$ cat src/rtl/prio_irq_pkg.sv
package prio_irq_pkg;

  // Register byte offsets. Software depends on these values.
  localparam logic [7:0] OFS_CTRL = 8'h00;
  localparam logic [7:0] OFS_LVL0 = 8'h10;
  localparam logic [7:0] OFS_MASK = 8'h40;
  localparam logic [7:0] OFS_STAT = 8'hA0;

  // Status word: position of the "nothing eligible" flag.
  localparam int unsigned STAT_IDLE_BIT = 16;

  typedef enum logic [2:0] {
    SEL_NONE,
    SEL_CTRL,
    SEL_LVL,
    SEL_MASK,
    SEL_STAT
  } reg_sel_e;

endpackage

$ cat src/rtl/prio_irq_regs.sv
module prio_irq_regs
  import prio_irq_pkg::*;
#(
  parameter int unsigned NSRC   = 32,
  parameter int unsigned LVL_W  = 3,
  parameter int unsigned DATA_W = 32,
  parameter int unsigned ADDR_W = 8,
  localparam int unsigned NLREG = NSRC / 4
) (
  input  logic                    clk,
  input  logic                    rst_n,
  input  logic                    wr_en,
  input  logic                    rd_en,
  input  logic [ADDR_W-1:0]       addr,
  input  logic [DATA_W-1:0]       wdata,
  input  logic [DATA_W-1:0]       status_i,
  output logic [DATA_W-1:0]       rd_data,
  output logic                    ctrl_en,
  output logic [LVL_W-1:0]        mask_q,
  output logic [NLREG*DATA_W-1:0] lvl_flat
);

  localparam int unsigned LIDX_W = $clog2(NLREG);
  localparam int unsigned LANE   = DATA_W / 4;

  function automatic logic [DATA_W-1:0] lane_fields();
    logic [DATA_W-1:0] m;
    m = '0;
    for (int j = 0; j < 4; j++) begin
      m[j*LANE +: LVL_W] = '1;
    end
    return m;
  endfunction

  localparam logic [DATA_W-1:0] FLD_MASK = lane_fields();

  // Address decode
  reg_sel_e          sel;
  logic [ADDR_W-1:0] loff;
  logic [LIDX_W-1:0] lidx;

  always_comb begin
    loff = addr - ADDR_W'(OFS_LVL0);
    lidx = loff[LIDX_W+1:2];
    sel  = SEL_NONE;
    if (addr == ADDR_W'(OFS_CTRL)) begin
      sel = SEL_CTRL;
    end else if (addr == ADDR_W'(OFS_MASK)) begin
      sel = SEL_MASK;
    end else if (addr == ADDR_W'(OFS_STAT)) begin
      sel = SEL_STAT;
    end else if ((addr >= ADDR_W'(OFS_LVL0)) && (loff < ADDR_W'(4 * NLREG)) &&
                 (loff[1:0] == 2'b00)) begin
      sel = SEL_LVL;
    end
  end

  // Write enables and next values
  logic                ctrl_we, mask_we;
  logic [NLREG-1:0]    lvl_we;
  logic                ctrl_d;
  logic [LVL_W-1:0]    mask_d;
  logic [DATA_W-1:0]   lvl_d;

  always_comb begin
    ctrl_we = wr_en && (sel == SEL_CTRL);
    mask_we = wr_en && (sel == SEL_MASK);
    ctrl_d  = wdata[0];
    mask_d  = wdata[LVL_W-1:0];
    lvl_d   = wdata & FLD_MASK;
  end

  always_ff @(posedge clk or negedge rst_n) begin
    if (!rst_n) begin
      ctrl_en <= 1'b0;
    end else if (ctrl_we) begin
      ctrl_en <= ctrl_d;
    end
  end

  always_ff @(posedge clk or negedge rst_n) begin
    if (!rst_n) begin
      mask_q <= '0;
    end else if (mask_we) begin
      mask_q <= mask_d;
    end
  end

  logic [DATA_W-1:0] lvl_q [NLREG];

  for (genvar j = 0; j < NLREG; j++) begin : g_lvl
    assign lvl_we[j] = wr_en && (sel == SEL_LVL) && (lidx == LIDX_W'(j));

    always_ff @(posedge clk or negedge rst_n) begin
      if (!rst_n) begin
        lvl_q[j] <= '0;
      end else if (lvl_we[j]) begin
        lvl_q[j] <= lvl_d;
      end
    end

    assign lvl_flat[j*DATA_W +: DATA_W] = lvl_q[j];
  end

  // Read path: one register stage
  logic [DATA_W-1:0] rd_d;

  always_comb begin
    rd_d = '0;
    case (sel)
      SEL_CTRL: rd_d[0]         = ctrl_en;
      SEL_MASK: rd_d[LVL_W-1:0] = mask_q;
      SEL_LVL:  rd_d            = lvl_q[lidx];
      SEL_STAT: rd_d            = status_i;
      default:  rd_d            = '0;
    endcase
  end

  always_ff @(posedge clk or negedge rst_n) begin
    if (!rst_n) begin
      rd_data <= '0;
    end else if (rd_en) begin
      rd_data <= rd_d;
    end
  end

endmodule

$ cat src/rtl/prio_irq_lvlmap.sv
module prio_irq_lvlmap #(
  parameter int unsigned NSRC   = 32,
  parameter int unsigned LVL_W  = 3,
  parameter int unsigned DATA_W = 32,
  localparam int unsigned NLREG = NSRC / 4
) (
  input  logic [NLREG*DATA_W-1:0] lvl_flat,
  output logic [NSRC*LVL_W-1:0]   src_lvl
);

  localparam int unsigned HALF = NSRC / 2;
  localparam int unsigned LANE = DATA_W / 4;

  // Source s lives in word (s mod HALF)/2. The lane is chosen by the odd bit
  // and by whether s is in the upper half.
  for (genvar s = 0; s < NSRC; s++) begin : g_src
    localparam int unsigned WORD = (s % HALF) / 2;
    localparam int unsigned SLOT = ((s >= HALF) ? 2 : 0) + (s % 2);
    assign src_lvl[s*LVL_W +: LVL_W] = lvl_flat[WORD*DATA_W + SLOT*LANE +: LVL_W];
  end

endmodule

$ cat src/rtl/prio_irq_arb.sv
module prio_irq_arb #(
  parameter int unsigned NSRC  = 32,
  parameter int unsigned LVL_W = 3,
  localparam int unsigned IDX_W = $clog2(NSRC)
) (
  input  logic [NSRC-1:0]       req,
  input  logic [NSRC*LVL_W-1:0] src_lvl,
  input  logic [LVL_W-1:0]      thresh,
  output logic                  any,
  output logic [IDX_W-1:0]      win_idx
);

  // Level 0 can never exceed a threshold of 0 or more, so a source with
  // level 0 is never eligible.
  logic [NSRC-1:0] elig;

  for (genvar s = 0; s < NSRC; s++) begin : g_elig
    assign elig[s] = req[s] && (src_lvl[s*LVL_W +: LVL_W] > thresh);
  end

  // The scan runs from the highest index down with >=, so on a tie the lowest
  // index is the last one to take the slot.
  logic [LVL_W-1:0] best_lvl;

  always_comb begin
    any      = 1'b0;
    best_lvl = '0;
    win_idx  = '0;
    for (int i = NSRC - 1; i >= 0; i--) begin
      if (elig[i] && (!any || (src_lvl[i*LVL_W +: LVL_W] >= best_lvl))) begin
        any      = 1'b1;
        best_lvl = src_lvl[i*LVL_W +: LVL_W];
        win_idx  = IDX_W'(i);
      end
    end
  end

endmodule

$ cat src/rtl/prio_irq_ctrl.sv
module prio_irq_ctrl
  import prio_irq_pkg::*;
#(
  parameter int unsigned NSRC   = 32,
  parameter int unsigned LVL_W  = 3,
  parameter int unsigned DATA_W = 32,
  parameter int unsigned ADDR_W = 8
) (
  input  logic              clk,
  input  logic              rst_n,
  input  logic [NSRC-1:0]   req_i,
  input  logic              bus_valid,
  input  logic              bus_write,
  input  logic [ADDR_W-1:0] bus_addr,
  input  logic [DATA_W-1:0] bus_wdata,
  output logic [DATA_W-1:0] rd_data,
  output logic              irq_o
);

  localparam int unsigned NLREG = NSRC / 4;
  localparam int unsigned IDX_W = $clog2(NSRC);

  // Reset: asserted asynchronously, released on the clock
  logic [1:0] rst_sync;
  logic       rst_q_n;

  always_ff @(posedge clk or negedge rst_n) begin
    if (!rst_n) begin
      rst_sync <= 2'b00;
    end else begin
      rst_sync <= {rst_sync[0], 1'b1};
    end
  end

  assign rst_q_n = rst_sync[1];

  logic                    ctrl_en;
  logic [LVL_W-1:0]        mask_q;
  logic [NLREG*DATA_W-1:0] lvl_flat;
  logic [NSRC*LVL_W-1:0]   src_lvl;
  logic                    any;
  logic [IDX_W-1:0]        win_idx;
  logic [DATA_W-1:0]       status;

  prio_irq_regs #(
    .NSRC(NSRC), .LVL_W(LVL_W), .DATA_W(DATA_W), .ADDR_W(ADDR_W)
  ) u_regs (
    .clk      (clk),
    .rst_n    (rst_q_n),
    .wr_en    (bus_valid && bus_write),
    .rd_en    (bus_valid && !bus_write),
    .addr     (bus_addr),
    .wdata    (bus_wdata),
    .status_i (status),
    .rd_data  (rd_data),
    .ctrl_en  (ctrl_en),
    .mask_q   (mask_q),
    .lvl_flat (lvl_flat)
  );

  prio_irq_lvlmap #(
    .NSRC(NSRC), .LVL_W(LVL_W), .DATA_W(DATA_W)
  ) u_map (
    .lvl_flat (lvl_flat),
    .src_lvl  (src_lvl)
  );

  prio_irq_arb #(
    .NSRC(NSRC), .LVL_W(LVL_W)
  ) u_arb (
    .req     (req_i),
    .src_lvl (src_lvl),
    .thresh  (mask_q),
    .any     (any),
    .win_idx (win_idx)
  );

  always_comb begin
    status                = '0;
    status[IDX_W-1:0]     = any ? win_idx : '0;
    status[STAT_IDLE_BIT] = ~any;
  end

  assign irq_o = ctrl_en & any;

endmodule

$ cat config.mk
export PLATFORM = sky130hd
export DESIGN_NAME = prio_irq_ctrl
export DESIGN_NICKNAME = d
export VERILOG_FILES = /design/src/rtl/prio_irq_pkg.sv /design/src/rtl/prio_irq_regs.sv /design/src/rtl/prio_irq_lvlmap.sv /design/src/rtl/prio_irq_arb.sv /design/src/rtl/prio_irq_ctrl.sv
export SDC_FILE = /design/constraint.sdc
export NUM_CORES = 1
export LEC_CHECK = 0
export BUFFER_PORTS_ARGS = -buffer_cell sky130_fd_sc_hd__buf_4
export CAP_MARGIN = 20
export CORE_UTILIZATION = 50
export CTS_CLUSTER_DIAMETER = 50
export DETAILED_ROUTE_END_ITERATION = 10
export PLACE_DENSITY_LB_ADDON = 0.25
export SLEW_MARGIN = 10
export SYNTH_ARGS = -nofsm -noshare
export SYNTH_HDL_FRONTEND = slang
export SYNTH_SLANG_ARGS = --single-unit
export TNS_END_PERCENT = 100
$ cat constraint.sdc
create_clock -name clk -period 35.5 [get_ports clk]
set_input_delay 3.55 -clock clk [delete_from_list [all_inputs] [get_ports clk]]
set_output_delay 3.55 -clock clk [all_outputs]
set_load 0.02 [all_outputs]
==> qor.yml <==
drtPass1Iterations: 5
power_mw: 1.16
timing.slew.headroom_pct: 33.1
crit_path_end_kind: "flip-flop"
clock-root-buffer: "clkbuf_16"
grt_util_all_layers_pct: 34.9
cts_buffer_depth: 2
initial_utilization_pct: 50.8
grt.overflow.total: 0
rsz0062_at_grt: "true"
fin_tns_setup_ns: -32.86
slowest_delay_ns: 0.44
dpl.hpwl_mm: 33.1
worst_path_most_repeated_cell: "ha_1"
portBuffers: 70
synth.top_cell.area_share_pct: 22.8
ys_dominant_reg_cell: "dfrtp_1"
setup_violations: 5
cp.buffers_inverters: 13
cts_made_buffers: 17
ys_seq_area_share_pct: 22.8
drive_gt1_share_pct: 46.3
gp_congestion: 0.957
synth_top_cell_by_area: "dfrtp_1"
fin_crit_ns: 42.19
worst_pin_slew_ns: 1.00
grt_pass1_wl_mm: 71.9
violations: "negative setup slack"
leakage_nw: 8.92
syn_to_final_growth_pct: 48.0
dieArea_sq_um: 26100
drc: 0
swShare_pct: 40.4
layout.nets: 2153
final-hold-violation-count: 0
async_flop_share_pct: 100
peakVddDrop_v: 0.0000341
core-area_sq_um: 25100
combPwrFrac_pct: 72.8
yosys-top-cells-area: "dfrtp_1, ha_1, mux2_2"
numClockSinks: 116
clkPwrFrac_pct: 14.6
seq_power_share_pct: 12.6
avgSynthCellArea_sq_um: 8.77
grt_pass1_vias: 13959
p_sw_uw: 467
synth-edff-count: 0
stdcell_area_sq_um: 18900
finalMaxSlewViolations: 0
synth_cells: 1453
antenna_found_initial: 0
drt-total-wl_mm: 47.8
fin_skew_ns: 0.0114
via_per_inst: 6.25
die_w_microns: 162
worstSetupStartpointType: "primary input"
worstPathRequired_ns: 35.80
synthesis.area_sq_um: 12700
place_area_sq_um: 16300
critPathKind: "in -> reg"
status: "finished with violations"
num_vias: 14083
cts_tree: "built"
nFillCells: 1698
grt_max_degree: 67
final_antenna_net_count: 0
ys_ff_latch: 116
crit_fanout: 5
max_freq_mhz: 23.7
routedWlPerCell_microns: 21.2
drv_cap: 0
rows: 58
slowest_stage: "a2111oi_4"
antenna_cells: 0
clk_latency_ns: 0.42
yosysWarningCount: 0
critPathTopFamily: "compound AO/OA/AOI/OAI gates"
cellPowerDensity_nw_per_um2: 61.3
ios: 109
htreeDepth: 4
path_clk_slew_ns: 0.06
die-height_microns: 162
post-route-period-util_pct: 119
yosys.cell_types.count: 92
min_path_type: "reg -> reg"
first_iter_violations: 1169
fin_ws_ns: -6.69
cp.arrival_ns: 42.50
internal_power_uw: 690
whs_ns: 0.354
kinds of logic (layout without fill, tap and decap cells):
group	count (synthesis)	after routing	synth area share [%]
AOI/OAI and AO/OA	440	440	24.1
adders and majority gates	173	173	16.9
xor gates and xnor gates	1	1	0.0687
other	2	19	0.0589
buffers and inverters	144	596	4.91
and+or+nand+nor	452	452	18.2
muxes	125	125	13.0
DFF	116	116	22.8
worst register-to-register path: cells and delay by family (launching register included):
kind | cells | cell delay, ns
AOI/OAI and AO/OA | 99 | 18.49
adders and majority gates | 36 | 9.56
and+or+nand+nor | 67 | 9.45
buffers and inverters | 13 | 1.41
muxes | 3 | 0.98
DFF | 1 | 0.38
routing by layer:
| metal | vias up | wire length (microns) | track usage (%) |
|---|---|---|---|
| met4 | 0 | 2380 | 18.8 |
| met2 | 602 | 23900 | 61.5 |
| li1 | 6425 | - | - |
| met5 | - | 0 | 0 |
| met1 | 6887 | 18900 | 42.0 |
| met3 | 169 | 2660 | 3.45 |
repair_timing:
item / 4_1_cts / 5_1_grt
endpoints found under the setup margin: 5 / 5
setup buffers: 84 / 30
resized for setup: 77 / 130
hold buffers: 0 / 0
pin swaps: 109 / 92
Yosys cell counts (24+ instances only):
cell        n
a21o_1     29
a21oi_1    77
dfrtp_1   116
ha_1      168
inv_1      89
mux2_2     86
mux4_2     24
nand2_1   119
nand2b_1   39
nand3_1    65
nor2_1     74
nor2b_1    29
o21ai_0   105
o31ai_1    25
stage by stage:
stage          utilization (%)  instances  worst slack (ns)
3_3_place_gp              65.1       2106             -6.41
2_1_floorplan                -       1470             -5.54
3_5_place_dp              65.1       2106             -7.18
6_report                  75.1       2252             -6.69
5_1_grt                   75.1       2252             -8.52
4_1_cts                   71.5       2221             -5.68
path summary, 6_finish.rpt:
kind | cells after the start | start | end | slack [ns]
min in group asynchronous | 0 | rst_sync[1] | u_regs.lvl_flat[216] | 0.36
hold / removal | 0 | rst_sync[0] | rst_sync[1] | 0.35
setup / recovery | 217 | req_i[31] | u_regs.rd_data[4] | -6.69
max in group asynchronous | 1 | rst_n | rst_sync[1] | 32.50
hold reg to reg | 0 | rst_sync[0] | rst_sync[1] | 0.35
setup reg to reg | 218 | u_regs.mask_q[1] | u_regs.rd_data[4] | -4.91
final cells by class:
cell class / instances / area, sq um / share of cell area (%)
Multi-Input combinational cell: 1210 / 11000 / 58.3
Clock inverter: 13 / 124 / 0.656
Tap cell: 330 / 413 / 2.19
Sequential cell: 116 / 2910 / 15.4
Clock buffer: 19 / 453 / 2.40
Timing Repair Buffer: 474 / 3630 / 19.2
Inverter: 90 / 338 / 1.79
state kept, by name (all words and copies together), names as in the netlist:
name / count
rst_sync: 2
u_regs.ctrl_en: 1
u_regs.lvl_flat: 96
u_regs.mask_q: 3
u_regs.rd_data: 14
cell usage in the layout (no fill, tap or decap), drive strengths merged, types with 27 or more instances in the layout:
master	Yosys	layout
o31ai	27	27
mux2	86	86
ha	168	168
buf	33	474
dfrtp	116	116
nand2	119	119
a21o	29	29
o21ai	117	117
nor2	74	74
nand2b	39	39
nand3	65	65
inv	89	93
a21oi	77	77
nor2b	29	29
power by group through the flow:
stage	logic, mW	clock network [mW]	registers (mW)
after floorplan	0.393	0	0.146
after global placement	0.613	0	0.147
after detailed placement	0.630	0	0.147
after CTS	0.722	0.169	0.145
after global routing	0.897	0.175	0.147
final	0.842	0.169	0.146
(Power assumes the default switching activity.)
